[src/rtl/softPwrPkg.sv]
package softPwrPkg;
  localparam int NUM_SRC = 4;
  localparam int IDX_RXA = 0;
  localparam int IDX_RXB = 1;
  localparam int IDX_BTN = 2;
  localparam int IDX_RING = 3;
  localparam logic [NUM_SRC-1:0] WAKE_BITS = 4'b1011;

  localparam logic [1:0] ADDR_STATUS = 2'd0;
  localparam logic [1:0] ADDR_DELAY  = 2'd1;
  localparam logic [1:0] ADDR_CTRL   = 2'd2;
  localparam logic [1:0] ADDR_MASK   = 2'd3;

  typedef struct packed {
    logic clrStatus;
    logic wrDelay;
    logic wrCtrl;
    logic wrMask;
    logic loadTimer;
    logic cancelTimer;
  } ctlStrb_t;
endpackage

[src/rtl/wakeEdgeSync.sv]
module wakeEdgeSync #(
  parameter int NUM_IN = 4
) (
  input  logic              clk,
  input  logic              rstN,
  input  logic [NUM_IN-1:0] pinsIn,
  output logic [NUM_IN-1:0] fallEdge
);
  for (genvar g = 0; g < NUM_IN; g++) begin : gSync
    logic s1, s2, prevQ;
    always_ff @(posedge clk or negedge rstN) begin
      if (!rstN) begin
        s1 <= 1'b1;
        s2 <= 1'b1;
        prevQ <= 1'b1;
      end else begin
        s1 <= pinsIn[g];
        s2 <= s1;
        prevQ <= s2;
      end
    end
    assign fallEdge[g] = prevQ & ~s2;
  end
endmodule

[src/rtl/wakeCtl.sv]
module wakeCtl
  import softPwrPkg::*;
(
  input  logic       clk,
  input  logic       rstN,
  input  logic       busSel,
  input  logic       busRd,
  input  logic       busWr,
  input  logic [1:0] busAddr,
  input  logic       btnEdge,
  input  logic       offEn,
  input  logic       offSel,
  input  logic       offBusy,
  output ctlStrb_t   strb
);
  logic rdAct, wrAct, armed;

  assign rdAct = busSel & busRd;
  assign wrAct = busSel & busWr;
  assign armed = offEn & offSel;

  always_comb begin
    strb = '0;
    strb.clrStatus   = rdAct && (busAddr == ADDR_STATUS);
    strb.wrDelay     = wrAct && (busAddr == ADDR_DELAY);
    strb.wrCtrl      = wrAct && (busAddr == ADDR_CTRL);
    strb.wrMask      = wrAct && (busAddr == ADDR_MASK);
    strb.loadTimer   = btnEdge && armed;
    strb.cancelTimer = offBusy && !armed;
  end

  AST_CANCEL_STOPS: assert property (@(posedge clk) disable iff (!rstN)
    (offBusy && !(offEn && offSel)) |=> !offBusy);
endmodule

[src/rtl/wakeDatapath.sv]
module wakeDatapath
  import softPwrPkg::*;
#(
  parameter int TICKS_PER_STEP = 50,
  parameter int DLY_W = 6
) (
  input  logic               clk,
  input  logic               rstN,
  input  ctlStrb_t           strb,
  input  logic [1:0]         busAddr,
  input  logic [7:0]         busWdata,
  input  logic [NUM_SRC-1:0] fallEdge,
  input  logic               tickIn,
  output logic [7:0]         busRdata,
  output logic               powerOnReq,
  output logic               offDone,
  output logic               offBusy,
  output logic               offEn,
  output logic               offSel
);
  localparam int CNT_MAX = (2 ** DLY_W) * TICKS_PER_STEP + 1;
  localparam int CNT_W = $clog2(CNT_MAX + 1);

  logic [NUM_SRC-1:0] evtQ;
  logic [NUM_SRC-1:0] maskQ;
  logic [DLY_W-1:0]   delayQ;
  logic [1:0]         ctrlQ;
  logic [CNT_W-1:0]   cntQ;
  logic [CNT_W-1:0]   loadVal;
  logic               busyQ, doneQ;

  // status latches: a clearing read never hides a fresh edge
  always_ff @(posedge clk or negedge rstN) begin
    if (!rstN) evtQ <= '0;
    else       evtQ <= (strb.clrStatus ? '0 : evtQ) | fallEdge;
  end

  // configuration registers
  always_ff @(posedge clk or negedge rstN) begin
    if (!rstN) begin
      maskQ  <= WAKE_BITS;
      delayQ <= '0;
      ctrlQ  <= '0;
    end else begin
      if (strb.wrMask)  maskQ  <= busWdata[NUM_SRC-1:0] & WAKE_BITS;
      if (strb.wrDelay) delayQ <= busWdata[DLY_W-1:0];
      if (strb.wrCtrl)  ctrlQ  <= busWdata[1:0];
    end
  end

  assign offEn  = ctrlQ[0];
  assign offSel = ctrlQ[1];
  assign powerOnReq = |(evtQ & maskQ & WAKE_BITS);

  // one extra tick absorbs the unknown phase of the first tick
  assign loadVal = CNT_W'((int'(delayQ) + 1) * TICKS_PER_STEP + 1);

  always_ff @(posedge clk or negedge rstN) begin
    if (!rstN) begin
      cntQ  <= '0;
      busyQ <= 1'b0;
      doneQ <= 1'b0;
    end else begin
      doneQ <= 1'b0;
      if (strb.cancelTimer) begin
        busyQ <= 1'b0;
        cntQ  <= '0;
      end else if (strb.loadTimer) begin
        busyQ <= 1'b1;
        cntQ  <= loadVal;
      end else if (busyQ && tickIn) begin
        if (cntQ == CNT_W'(1)) begin
          busyQ <= 1'b0;
          doneQ <= 1'b1;
          cntQ  <= '0;
        end else begin
          cntQ <= cntQ - CNT_W'(1);
        end
      end
    end
  end

  assign offBusy = busyQ;
  assign offDone = doneQ;

  always_comb begin
    unique case (busAddr)
      ADDR_STATUS: busRdata = {{(8-NUM_SRC){1'b0}}, evtQ};
      ADDR_DELAY:  busRdata = {{(8-DLY_W){1'b0}}, delayQ};
      ADDR_CTRL:   busRdata = {6'b0, ctrlQ};
      default:     busRdata = {{(8-NUM_SRC){1'b0}}, maskQ};
    endcase
  end

  AST_CLEAR_ON_READ: assert property (@(posedge clk) disable iff (!rstN)
    (strb.clrStatus && fallEdge == '0) |=> evtQ == '0);
  AST_EVENT_NOT_LOST: assert property (@(posedge clk) disable iff (!rstN)
    (fallEdge != '0) |=> ((evtQ & $past(fallEdge)) == $past(fallEdge)));
  AST_BTN_NO_POWER: assert property (@(posedge clk) disable iff (!rstN)
    $rose(powerOnReq) |-> ((evtQ & WAKE_BITS) != '0));
  AST_DONE_SINGLE: assert property (@(posedge clk) disable iff (!rstN)
    offDone |=> !offDone);
  AST_NO_OVERFLOW: assert property (@(posedge clk) disable iff (!rstN)
    int'(cntQ) <= CNT_MAX);
  AST_DONE_ENDS_BUSY: assert property (@(posedge clk) disable iff (!rstN)
    offDone |-> !offBusy);
endmodule

[src/rtl/softPowerLatch.sv]
module softPowerLatch
  import softPwrPkg::*;
#(
  parameter int TICKS_PER_STEP = 50,
  parameter int DLY_W = 6
) (
  input  logic       clk,
  input  logic       rstN,
  input  logic       rxdA,
  input  logic       rxdB,
  input  logic       ringN,
  input  logic       btnN,
  input  logic       tickIn,
  input  logic       busSel,
  input  logic       busRd,
  input  logic       busWr,
  input  logic [1:0] busAddr,
  input  logic [7:0] busWdata,
  output logic [7:0] busRdata,
  output logic       powerOnReq,
  output logic       offDone,
  output logic       offBusy
);
  logic [NUM_SRC-1:0] pins, fallEdge;
  ctlStrb_t strb;
  logic offEn, offSel;

  assign pins = {ringN, btnN, rxdB, rxdA};

  wakeEdgeSync #(.NUM_IN(NUM_SRC)) uSync (
    .clk(clk), .rstN(rstN), .pinsIn(pins), .fallEdge(fallEdge));

  wakeCtl uCtl (
    .clk(clk), .rstN(rstN), .busSel(busSel), .busRd(busRd), .busWr(busWr),
    .busAddr(busAddr), .btnEdge(fallEdge[IDX_BTN]), .offEn(offEn),
    .offSel(offSel), .offBusy(offBusy), .strb(strb));

  wakeDatapath #(.TICKS_PER_STEP(TICKS_PER_STEP), .DLY_W(DLY_W)) uDp (
    .clk(clk), .rstN(rstN), .strb(strb), .busAddr(busAddr),
    .busWdata(busWdata), .fallEdge(fallEdge), .tickIn(tickIn),
    .busRdata(busRdata), .powerOnReq(powerOnReq), .offDone(offDone),
    .offBusy(offBusy), .offEn(offEn), .offSel(offSel));
endmodule

[config.mk]
export PLATFORM = sky130hd
export DESIGN_NAME = softPowerLatch
export DESIGN_NICKNAME = d
export VERILOG_FILES = /design/src/rtl/softPwrPkg.sv /design/src/rtl/wakeEdgeSync.sv /design/src/rtl/wakeCtl.sv /design/src/rtl/wakeDatapath.sv /design/src/rtl/softPowerLatch.sv
export SDC_FILE = /design/constraint.sdc
export NUM_CORES = 1
export LEC_CHECK = 0
export BUFFER_PORTS_ARGS = -buffer_cell sky130_fd_sc_hd__buf_2
export CAP_MARGIN = 5
export CORE_ASPECT_RATIO = 0.6
export CORE_UTILIZATION = 55
export CTS_BUF_LIST = sky130_fd_sc_hd__clkbuf_2 sky130_fd_sc_hd__clkbuf_4 sky130_fd_sc_hd__clkbuf_8
export CTS_CLUSTER_DIAMETER = 100
export CTS_CLUSTER_SIZE = 8
export DETAILED_ROUTE_END_ITERATION = 10
export HOLD_SLACK_MARGIN = 0.05
export PLACE_DENSITY_LB_ADDON = 0.2
export SYNTH_ARGS = -nofsm -noshare
export SYNTH_HDL_FRONTEND = slang
export SYNTH_SLANG_ARGS = --single-unit
[constraint.sdc]
create_clock -name clk -period 9.8 [get_ports clk]
set_input_delay 1.96 -clock clk [delete_from_list [all_inputs] [get_ports clk]]
set_output_delay 1.96 -clock clk [all_outputs]
set_load 0.03 [all_outputs]
==> reports/qor.txt, run 1 <==
count of different cell masters after synthesis: 55
Final Skew: 0.00311 ns
DRC errors left: 0
largest net degree at the start of global routing: 42
wirelength, routed: 5.14 mm
antenna viol nets, final: 0
vias in the first global route: 1657
Min-Delay Path Depth: 0
Rows: 18
hpwl dp: 3.89 mm
post-CTS setup buffer count: 0
CTS Hold Bufs: 0
Nets: 314
CP Capture Type: output port
Hold Crit Start: uSync.gSync[0].s1
share of cells above drive strength 1: 0.262
Syn. warnings: 0
combinational share of power: 0.549
r2r setup slk: 6.15 ns
CP max FO: 9
hold path endpoint: uSync.gSync[0].s2
gpl congestion: 0.925
unrepaired setup endpoints after global routing: false
htree depth: 2
EDFF count, synth: 0
clock root cell: clkbuf_8
Die Ht: 54.5 um
leakage dissipation: 1.28 nW
CTS tree: built
commonest non-fill, non-tap cell in the layout: nand2_1
fillers: 337
synthesis-to-layout area growth: 10.0%
Switching Power: 0.375 mW
register area share after synthesis: 0.413
TritonCTS Buffers: 5
Layout Cells excl Fill: 327
Worst slew margin: 0.403
most frequent cells in the layout: nand2_1, buf_2, dfrtp_1
CTS max path bufs: 2
drt pass-1 iters: 4
placed cell count: 319
first-pass GRT wire length: 8.07 mm
Initial Utilization: 0.595
die area: 4890 um2
port buffer count: 26
Final Hold Fails: 0
Seq cells post-synth: 41
max_cap viols: 0
1st-iter DRT viols: 119
Peak VDD IR: 0.000138 V
clock-pin transition on the worst setup and hold timing paths: 0.08 ns
synthesized area per cell: 10.5 um2
Critical Path AT: 2.86 ns
Final Max Tran Viols: 0
GRT overflow: 0
clock power share: 0.138
FF-to-FF Start: uDp.delayQ[0]
cells after synthesis: 240
Total GRT Usage: 0.235
synthesized area: 2530 um2
final worst-path cycle share: 0.492
Seq pwr share: 0.313
power density cells: 301 nW/um2
core box area: 4260 um2
Avg WL per Cell: 15.7 um
Top Ports: 31
number of gates resized after CTS: 0
status: finished, final reports clean
setup_tns: 0 ns
Async SR Flop Fraction: 1.00
die width: 89.6 um
vias per inst: 5.89
WS Path Type: in -> out
Min Clock Period, post-route: 4.82 ns
Final Setup Violations: 0
Hold Crit Class: reg -> reg
antenna cells: 0
Fmax: 208 MHz
Switching Fraction: 0.448
Setup crit start kind: input pin
clock sinks: 41
Register-to-Register Path Depth: 11
internal power: 0.462 mW
RR Endpoint: uDp.cntQ[9]
antenna violations before repair: 0
Vias: 1926
Required @ worst endpoint: 7.84 ns
measured slew at the worst slew-check pin: 0.895 ns
worst skew pair latency: 0.30 ns
Top FF cell, synth: dfrtp_1
worst max path at each step:
stage / from / to / slack, ns / depth (start not counted)
3_5_place_dp: busAddr[1] / busRdata[1] / 4.98 / 3
6_report: busAddr[1] / busRdata[1] / 4.98 / 3
3_3_place_gp: busAddr[1] / busRdata[1] / 4.99 / 3
5_1_grt: busAddr[1] / busRdata[1] / 4.94 / 3
2_1_floorplan: busAddr[0] / busRdata[3] / 4.81 / 3
4_1_cts: busAddr[1] / busRdata[1] / 4.98 / 3
registers in the layout, indices dropped and copies added, names as in the netlist:
register / cells
uSync.gSync.prevQ: 4
uSync.gSync.s2: 4
uDp.cntQ: 12
uDp.evtQ: 4
uDp.offBusy: 1
uDp.delayQ: 6
uDp.ctrlQ: 2
uDp.offDone: 1
uDp.maskQ: 3
uSync.gSync.s1: 4
final cells by class:
cell class / count / area [um2] / area share
Inverter: 14 / 52.6 / 0.0189
Clock buffer: 5 / 68.8 / 0.0247
Timing Repair Buffer: 26 / 130 / 0.0467
Clock inverter: 3 / 23.8 / 0.00854
Multi-Input combinational cell: 178 / 1390 / 0.499
Tap cell: 60 / 75.1 / 0.0270
Sequential cell: 41 / 1040 / 0.375
synth_stat cells (2+ instances only):
library cell  count  area share
ha_1             25        0.12
a21oi_1           7       0.014
o2111ai_1         2      0.0069
nand2_1          27       0.040
nand4_1           2      0.0049
mux2i_1           2      0.0079
o31ai_1           2      0.0059
nand3_1          14       0.028
a221o_1           2      0.0079
o41ai_1           2      0.0069
dfrtp_1          26        0.26
o21ai_0          10       0.020
mux2_2           11       0.049
a22o_1            5       0.017
or3_1             3      0.0074
xor2_1            2      0.0069
and2_1            2      0.0049
dfstp_2          15        0.16
nor4_1            2      0.0049
nor2b_1           2      0.0049
nor2_1           10       0.015
o211ai_1          2      0.0059
mux4_2            2       0.018
buf_4             2      0.0059
inv_1            14       0.021
fa_1              3       0.024
o22ai_1           2      0.0049
xnor2_1           9       0.031
clkbuf_1          3      0.0044
nor3_1            5      0.0099
critical path: stages:
cell    delay (ns)
buf_2         0.19
mux4_2        0.52
buf_2         0.19
kinds of logic after synthesis:
kind of cell,share of synthesized area
and+or+nand+nor,0.158
AOI/OAI and AO/OA,0.129
DFF,0.413
adders and majority gates,0.147
buffers and inverters,0.0395
muxes,0.0746
xor gates and xnor gates,0.0381
other,0.00148
per-layer routing:
layer / part of all wire / vias to the layer above / track usage
met4: 0.0099 / 0 / 0.0661
met5: 0 / - / 0
met3: 0.068 / 7 / 0.0679
li1: - / 927 / -
met1: 0.53 / 923 / 0.360
met2: 0.39 / 69 / 0.316
through the flow:
| step | setup WS [ns] | util | total power [mW] | area, um2 | hold slack (ns) |
|---|---|---|---|---|---|
| 2_1_floorplan | 4.81 | - | 0.609 | 2530 | 0.345 |
| 3_3_place_gp | 4.99 | 0.633 | 0.709 | 2690 | 0.345 |
| 3_5_place_dp | 4.98 | 0.633 | 0.719 | 2690 | 0.349 |
| 4_1_cts | 4.98 | 0.654 | 0.841 | 2790 | 0.361 |
| 5_1_grt | 4.94 | 0.654 | 0.920 | 2790 | 0.363 |
| 6_report | 4.98 | 0.654 | 0.837 | 2790 | 0.360 |
power groups by stage:
| stage | combinational (mW) | clock, mW | sequential [mW] |
|---|---|---|---|
| floorplan | 0.362 | 0 | 0.248 |
| global placement | 0.447 | 0 | 0.262 |
| detailed placement | 0.456 | 0 | 0.263 |
| CTS | 0.462 | 0.119 | 0.260 |
| global route | 0.525 | 0.126 | 0.269 |
| finish | 0.460 | 0.115 | 0.262 |
(Power assumes the default switching activity.)
==> inputs of run 2 (changes only) <==
- clock period: 9.8 -> 4.85 ns (I/O delays scaled with it)
==> run 2 against run 1 <==
  * Sequential power grew 100%
  * Sequential cell count is the same
  * Clock power grew to 2.9 times the previous value
  * Utilization grew 1.1 points
  * Clock-buffer cell count is the same
  * Combinational power grew 100%
  * Setup slack lost 3.8 ns
  * Largest power group unchanged
  * Critical endpoint is now uDp.cntQ[9]
  * Register-to-register slack lost 5.0 ns
==> reports/qor.txt, run 2 (synthesis gave the netlist of run 1 again) <==
Required @ worst endpoint: 5.08 ns
max_cap viols: 0
Slowest-stage cell, CP: dfrtp_1
Final Skew: 0.0103 ns
die width: 89.6 um
Largest register FFs: 12
Worst slew margin: 0.418
GRT overflow: 0
Min Clock Period, post-route: 3.67 ns
Fmax: 272 MHz
gpl congestion: 0.869
vias per inst: 5.93
Layout Cells excl Fill: 327
clock-pin transition on the worst setup and hold timing paths: 0.09 ns
critical-path cell list: ha_1, xor2_1, ha_1, fa_1, ha_1, ha_1, a21oi_1, o21ai_0, o21ai_0, o2111ai_1, o211ai_1
clock sinks: 41
Final Hold Fails: 0
DRC errors left: 0
core box area: 4260 um2
antenna viol nets, final: 0
vias in the first global route: 1723
Vias: 1939
antenna violations before repair: 0
slowest cell delay on critical path: 0.53 ns
Largest Register: uDp.cntQ
CTS Hold Bufs: 0
Peak VDD IR: 0.000282 V
CTS max path bufs: 2
leakage dissipation: 1.30 nW
placed cell count: 319
1st-iter DRT viols: 182
wirelength, routed: 5.17 mm
Setup crit start kind: flip-flop
port buffer count: 26
measured slew at the worst slew-check pin: 0.873 ns
Final Max Tran Viols: 0
Die Ht: 54.5 um
hpwl dp: 3.88 mm
die area: 4890 um2
final worst-path cycle share: 0.757
setup_tns: 0 ns
TritonCTS Buffers: 5
clock root cell: clkbuf_8
Hold Crit Class: reg -> reg
WS Path Type: reg -> reg
fillers: 336
Initial Utilization: 0.595
commonest non-fill, non-tap cell in the layout: nand2_1
Final Setup Violations: 0
worst skew pair latency: 0.31 ns
status: finished, final reports clean
largest net degree at the start of global routing: 42
Rows: 18
post-CTS setup buffer count: 0
number of gates resized after CTS: 0
biggest regs: uDp.cntQ x12, uDp.delayQ x6
Total GRT Usage: 0.244
Top cell by count, worst path: ha_1
CTS tree: built
Nets: 314
htree depth: 2
Critical Path AT: 3.90 ns
power density cells: 637 nW/um2
drt pass-1 iters: 4
CP Capture Type: flip-flop
share of cells above drive strength 1: 0.262
Top Ports: 31
synthesis-to-layout area growth: 11.8%
first-pass GRT wire length: 8.47 mm
unrepaired setup endpoints after global routing: false
CP max FO: 8
most frequent cells in the layout: nand2_1, buf_2, dfrtp_1
Avg WL per Cell: 15.8 um
antenna cells: 0
[run 2: cell types whose count changed in the layout (fill, tap and decap cells not counted)]
cell / previous run / this run
bufinv_16: 0 / 2
clkinv_4: 1 / 0
inv_4: 1 / 0
[run 2: final cells by class]
type                            instances  area (um2)  share of cell area
Clock inverter                          3        68.8              0.0243
Inverter                               14        52.6              0.0186
Multi-Input combinational cell        178        1390               0.491
Sequential cell                        41        1040               0.369
Tap cell                               60        75.1              0.0265
Timing Repair Buffer                   26         130              0.0460
Clock buffer                            5        68.8              0.0243
[run 2: worst paths after layout]
check / depth (start not counted) / endpoint / startpoint / slack (ns)
max: 11 / uDp.cntQ[9] / uDp.delayQ[0] / 1.18
min: 0 / uSync.gSync[1].prevQ / uSync.gSync[1].s2 / 0.36
max reg2reg: 11 / uDp.cntQ[9] / uDp.delayQ[0] / 1.18
min reg2reg: 0 / uSync.gSync[1].prevQ / uSync.gSync[1].s2 / 0.36
max in group asynchronous: 1 / uDp.evtQ[2] / rstN / 3.52
min in group asynchronous: 1 / uDp.cntQ[9] / rstN / 0.77
[run 2: worst max-delay path, delay by kind of cell (launching register included)]
| family | cells | cell delay, ns |
|---|---|---|
| flops | 1 | 0.53 |
| fa+ha+maj | 5 | 1.70 |
| xor+xnor | 1 | 0.29 |
| compound gates | 5 | 1.09 |
[run 2: through the flow]
| step | power, mW | utilization | instance area [um2] | setup slack [ns] | hold WS, ns |
|---|---|---|---|---|---|
| 6_report | 1.80 | 0.665 | 2830 | 1.18 | 0.357 |
| 5_1_grt | 1.96 | 0.665 | 2830 | 0.909 | 0.362 |
| 4_1_cts | 1.80 | 0.665 | 2830 | 1.23 | 0.360 |
| 3_5_place_dp | 1.46 | 0.633 | 2690 | 1.27 | 0.348 |
| 3_3_place_gp | 1.43 | 0.633 | 2690 | 1.33 | 0.345 |
| 2_1_floorplan | 1.23 | - | 2530 | 1.64 | 0.345 |
[run 2: report_power, final]
group | switching, mW | leakage [nW] | internal [mW]
Clock | 0.128 | 0.0687 | 0.207
Combinational | 0.530 | 0.755 | 0.408
Sequential | 0.107 | 0.478 | 0.423
Total | 0.765 | 1.30 | 1.04
[run 2: metal layers]
layer  wire length (um)  GRT usage  part of all wire
met1               2540      0.379              0.49
met3                469     0.0588             0.091
met2               2120      0.324              0.41
met5                  0          0                 0
met4                 43     0.0847            0.0083
